<file path="src/rtl/ivs_pkg.sv">
package ivs_pkg;

    localparam int NSRC  = 6;
    localparam int VEC_W = 16;
    localparam int IDX_W = $clog2(NSRC);
    localparam int NTMR  = 3;
    localparam int TMR_BASE = 3;

    typedef enum logic [IDX_W-1:0] {
        SRC_RESET = 3'd0,
        SRC_NMI   = 3'd1,
        SRC_IRQ   = 3'd2,
        SRC_ICAP  = 3'd3,
        SRC_OCMP  = 3'd4,
        SRC_TOVF  = 3'd5
    } src_e;

    typedef struct packed {
        logic pending;
        logic take;
        src_e src;
    } pick_t;

    typedef struct packed {
        logic             take;
        logic             clr;
        logic [NSRC-1:0]  ack;
        logic [VEC_W-1:0] vector;
    } verdict_t;

    function automatic logic [VEC_W-1:0] vector_of(src_e s);
        case (s)
            SRC_RESET: return 16'hFFFE;
            SRC_NMI:   return 16'hFFFC;
            SRC_IRQ:   return 16'hFFF8;
            SRC_ICAP:  return 16'hFFF6;
            SRC_OCMP:  return 16'hFFF4;
            default:   return 16'hFFF2;
        endcase
    endfunction

    function automatic logic [NSRC-1:0] onehot_of(src_e s);
        logic [NSRC-1:0] v;
        v = '0;
        v[s] = 1'b1;
        return v;
    endfunction

endpackage

</file>
<file path="src/rtl/ivs_gate.sv">
module ivs_gate
    import ivs_pkg::*;
(
    input  logic            mask_i,
    input  logic [NTMR-1:0] tmr_en_i,
    output logic [NSRC-1:0] allow_o
);
    for (genvar g = 0; g < NSRC; g++) begin : g_src
        if (g < int'(SRC_IRQ)) begin : g_nomask
            assign allow_o[g] = 1'b1;
        end else if (g == int'(SRC_IRQ)) begin : g_mask
            assign allow_o[g] = ~mask_i;
        end else begin : g_tmr
            assign allow_o[g] = ~mask_i & tmr_en_i[g-TMR_BASE];
        end
    end
endmodule

</file>
<file path="src/rtl/ivs_prio.sv">
module ivs_prio
    import ivs_pkg::*;
(
    input  logic [NSRC-1:0] req_i,
    input  logic [NSRC-1:0] allow_i,
    output pick_t           pick_o
);
    always_comb begin
        pick_o = '{pending: 1'b0, take: 1'b0, src: SRC_RESET};
        for (int i = NSRC - 1; i >= 0; i--) begin
            if (req_i[i]) begin
                pick_o.pending = 1'b1;
                pick_o.src     = src_e'(i[IDX_W-1:0]);
                pick_o.take    = allow_i[i];
            end
        end
    end
endmodule

</file>
<file path="src/rtl/ivs_out_reg.sv">
module ivs_out_reg
    import ivs_pkg::*;
(
    input  logic     clk,
    input  logic     rst,
    input  logic     decide_i,
    input  pick_t    pick_i,
    output verdict_t verdict_o
);
    verdict_t nxt;

    always_comb begin
        nxt = '0;
        if (decide_i && pick_i.pending && pick_i.take) begin
            nxt.take   = 1'b1;
            nxt.clr    = (pick_i.src == SRC_RESET);
            nxt.ack    = onehot_of(pick_i.src);
            nxt.vector = vector_of(pick_i.src);
        end
    end

    always_ff @(posedge clk) begin
        if (rst) verdict_o <= '0;
        else     verdict_o <= nxt;
    end

    assert_pulse_R11: assert property (@(posedge clk) disable iff (rst)
        verdict_o.take |=> !verdict_o.take);
    assert_ack_onehot_R12: assert property (@(posedge clk) disable iff (rst)
        verdict_o.take |-> $countones(verdict_o.ack) == 1);
    assert_idle_quiet_R1: assert property (@(posedge clk) disable iff (rst)
        !verdict_o.take |-> (verdict_o.ack == '0 && verdict_o.vector == '0 && !verdict_o.clr));
endmodule

</file>
<file path="src/rtl/irq_vector_sel.sv">
module irq_vector_sel
    import ivs_pkg::*;
(
    input  logic        clk,
    input  logic        rst,
    input  logic        boundary_i,
    input  logic        req_reset_i,
    input  logic        req_nmi_i,
    input  logic        req_irq_i,
    input  logic        req_icap_i,
    input  logic        req_ocmp_i,
    input  logic        req_tovf_i,
    input  logic        mask_i,
    input  logic        en_icap_i,
    input  logic        en_ocmp_i,
    input  logic        en_tovf_i,
    output logic        take_o,
    output logic [15:0] vector_o,
    output logic [5:0]  ack_o,
    output logic        tmr_status_clr_o
);
    logic [NSRC-1:0] req;
    logic [NSRC-1:0] allow;
    pick_t           pick;
    verdict_t        verdict;
    logic            decide;

    assign req = {req_tovf_i, req_ocmp_i, req_icap_i, req_irq_i, req_nmi_i, req_reset_i};

    ivs_gate u_gate (
        .mask_i   (mask_i),
        .tmr_en_i ({en_tovf_i, en_ocmp_i, en_icap_i}),
        .allow_o  (allow)
    );

    ivs_prio u_prio (
        .req_i   (req),
        .allow_i (allow),
        .pick_o  (pick)
    );

    // The edge after a take is skipped: the acknowledge has not reached the requester yet.
    assign decide = boundary_i & ~verdict.take;

    ivs_out_reg u_out (
        .clk       (clk),
        .rst       (rst),
        .decide_i  (decide),
        .pick_i    (pick),
        .verdict_o (verdict)
    );

    assign take_o           = verdict.take;
    assign vector_o         = verdict.vector;
    assign ack_o            = verdict.ack;
    assign tmr_status_clr_o = verdict.clr;

    assert_no_boundary_R2: assert property (@(posedge clk) disable iff (rst)
        !boundary_i |=> !take_o);
    assert_clr_is_reset_R4: assert property (@(posedge clk) disable iff (rst)
        tmr_status_clr_o |-> (take_o && vector_o == 16'hFFFE && ack_o[0]));
    assert_nmi_unmasked_R5: assert property (@(posedge clk) disable iff (rst)
        (boundary_i && !take_o && req_nmi_i && !req_reset_i) |=> (take_o && vector_o == 16'hFFFC));
    assert_mask_blocks_R10: assert property (@(posedge clk) disable iff (rst)
        (mask_i && !req_reset_i && !req_nmi_i) |=> !take_o);
endmodule

</file>
<file path="config.mk">
export PLATFORM = sky130hd
export DESIGN_NAME = irq_vector_sel
export DESIGN_NICKNAME = d
export VERILOG_FILES = /design/src/rtl/ivs_pkg.sv /design/src/rtl/ivs_gate.sv /design/src/rtl/ivs_prio.sv /design/src/rtl/ivs_out_reg.sv /design/src/rtl/irq_vector_sel.sv
export SDC_FILE = /design/constraint.sdc
export NUM_CORES = 1
export LEC_CHECK = 0
export BUFFER_PORTS_ARGS = -buffer_cell sky130_fd_sc_hd__buf_2
export CAP_MARGIN = 15
export CORE_MARGIN = 1
export CORE_UTILIZATION = 40
export DETAILED_ROUTE_END_ITERATION = 7
export PLACE_DENSITY = 0.76
export SYNTH_ARGS = -nofsm -noshare
export SYNTH_HDL_FRONTEND = slang
export SYNTH_SLANG_ARGS = --single-unit
</file>
<file path="constraint.sdc">
create_clock -name clk -period 2.65 [get_ports clk]
set_input_delay 0.795 -clock clk [delete_from_list [all_inputs] [get_ports clk]]
set_output_delay 0.795 -clock clk [all_outputs]
set_load 0.01 [all_outputs]
</file>
==> flow_summary.yaml <==
floorplanning:
  ios: 37
  coreArea_um2: 1190
  die_h_um: 38.8
  initial_core_util_pct: 45.8
  die_w_um: 38.8
  row_count: 12
  die-area_um2: 1510
layout:
  layout_commonest_cell: "buf_2"
  drive_above_1_share_pct: 49.4
  antenna_cells: 0
  fin_util_pct: 57.5
  layout-area-overhead-vs-synth_pct: 25.6
  top_register: "u_out.verdict_o"
  nNetsFinal: 101
  largest_reg_flops: 12
  final_cell_mix: "35 x buf_2, 12 x dfxtp_1, 7 x nor2_1, 7 x a21oi_1"
  reg.largest.list: "u_out.verdict_o: 12 flops"
cts:
  cts_tree: "yes"
  cts_hold_buf: 0
  clock_latency_ps: 270
  cts_resized: 0
  htree_num_levels: 1
  cts_setup_buffers: 0
  clockBufferDepth: 2
  clk_pin_slew_worst_paths_ps: 80
  cts-buffers-inserted: 3
  cts-root-buf: "clkbuf_4"
  cts_sinks: 12
power:
  switchingPower_w: 0.000102
  peakVddDrop_mv: 0.250
  pwr-share-seq_pct: 47.6
  internal_power_w: 0.000297
  powerDensity_nw_per_um2: 584
  pwr-share-clk_pct: 37.2
  combPwrFrac_pct: 15.2
  p_sw_share_pct: 25.5
  leakage_nw: 0.364
route:
  viasPerCell: 4.51
  postRouteAntennaNets: 0
  drc: 0
  vias: 456
  drt_pass1_iterations: 2
  wire_per_inst_um: 9.77
  drtIter0Drc: 1
  wl_um: 987
min_path:
  holdPathEnd: "u_out.verdict_o[16]"
  whs_path_depth: 2
  hp-start: "u_out.verdict_o[23]"
  min_path_type: "reg2reg"
place:
  gp_congestion: 0.798
  port_buffers: 35
  hpwlAfterDp_um: 731
synth:
  ys_types: 21
  syn-num-nets: 73
  synthCells: 60
  synth_warnings: 0
  ys_ff_latch: 12
  async_reset_ff_share_pct: 0
  synth_area_um2: 543
  ys_seq_area_share_pct: 44.2
  synth_edf_count: 0
  synthFlopType: "dfxtp_1"
  syn_avg_cell_area_um2: 9.05
sta:
  rsz0062_at_grt: "false"
  finalCritPeriodShare_pct: 64.8
  period_minus_slack_ps: 1720
  finalSetupTns_ps: 0
  timing.fmax_ghz: 0.583
  setup_violations: 0
  final-hold-violation-count: 0
  drv_slew: 0
  fin_worst_skew_ps: 1.30
grt:
  grt_max_degree: 13
  gr-usage-all-layers_pct: 15.1
  first_global_vias: 353
  grt_pass1_wl_um: 1400
  antenna_found_initial: 0
  grt_overflow: 0
worst_setup_path:
  r2r_start: "u_out.verdict_o[23]"
  rrSetupSlack_ps: 1310
  arrival_ps: 920
  required_ps: 1860
  startpoint_type: "flop"
  r2r_cells: 4
  r2r_end: "u_out.verdict_o[21]"
  slowest_delay_ps: 460
  path_class: "reg2out"
  cp_cell_sequence: "buf_2"
  critPathMaxFanout: 12
  crit_family: "flip-flops"
  end_kind: "output pin"
  cpMaxStageDelayCell: "dfxtp_1"
  path_buf_inv: 1
run_status:
  status: "completed"
flow_run:
  cap_violations: 0
-- synthesized netlist by cell type (all sizes together) (2+ instances only) --
| master | n | area (µm²) |
|---|---|---|
| a21oi | 7 | 35.0 |
| nor2 | 7 | 26.3 |
| inv | 2 | 7.51 |
| nand3b | 2 | 15.0 |
| dfxtp | 12 | 240 |
| nand2 | 3 | 11.3 |
| nor3b | 2 | 15.0 |
| buf | 12 | 90.1 |
-- tightest hold or removal path, delay by kind of cell (launching register included) --
family | cells | cell delay (ps)
DFF | 1 | 330
and+or+nand+nor | 2 | 200
-- power groups by stage --
stage | registers (W) | logic (W) | clock network, W
finish | 0.000190 | 0.0000604 | 0.000148
global route | 0.000191 | 0.0000673 | 0.000157
CTS | 0.000190 | 0.0000610 | 0.000151
detailed placement | 0.000194 | 0.0000606 | 0
global placement | 0.000194 | 0.0000604 | 0
floorplan | 0.000198 | 0.0000395 | 0
-- per-stage QoR --
step / total power [W] / std cells / area [µm²] / worst slack, ps / hold slack (ps)
after floorplan: 0.000237 / 60 / 543 / 926 / 620
after global placement: 0.000254 / 97 / 646 / 795 / 560
after detailed placement: 0.000255 / 97 / 646 / 733 / 569
after CTS: 0.000401 / 101 / 682 / 907 / 578
after global routing: 0.000415 / 101 / 682 / 851 / 592
final: 0.000398 / 101 / 682 / 934 / 573
-- kinds of logic (layout without fill, tap and decap cells) --
logic type             Yosys count  count (layout)  share of synthesized area, %
and+or+nand+nor                 22              22                          25.1
AOI/OAI and AO/OA               11              11                          12.0
buffers and inverters           14              41                          18.0
other                            1               1                         0.691
DFF                             12              12                          44.2
-- per-layer routing --
layer	global-route usage [%]	vias up	wire (µm)
met5	0	-	0
met4	20.7	0	50
met3	3.47	4	64
met2	20.4	23	443
met1	16.6	188	429
li1	-	241	-
-- cell type report --
type                    count  area (µm²)
clock buffers               4        36.3
fillers                   111         504
inverters                   2        7.51
multi-input cells          34         205
flip-flops and latches     12         240
well taps                  14        17.5
repair buffers             35         175
-- how the worst max path moves through the flow --
stage | from | cells past startpoint | slack (ps) | endpoint
floorplan | rst | 4 | 930 | u_out.verdict_o[21]
global placement | rst | 5 | 790 | u_out.verdict_o[21]
detailed placement | rst | 5 | 730 | u_out.verdict_o[21]
CTS | u_out.verdict_o[14] | 1 | 910 | vector_o[6]
global route | u_out.verdict_o[14] | 1 | 850 | vector_o[8]
finish | u_out.verdict_o[14] | 1 | 930 | vector_o[6]
No activity file was read; power rests on OpenSTA's default activity.
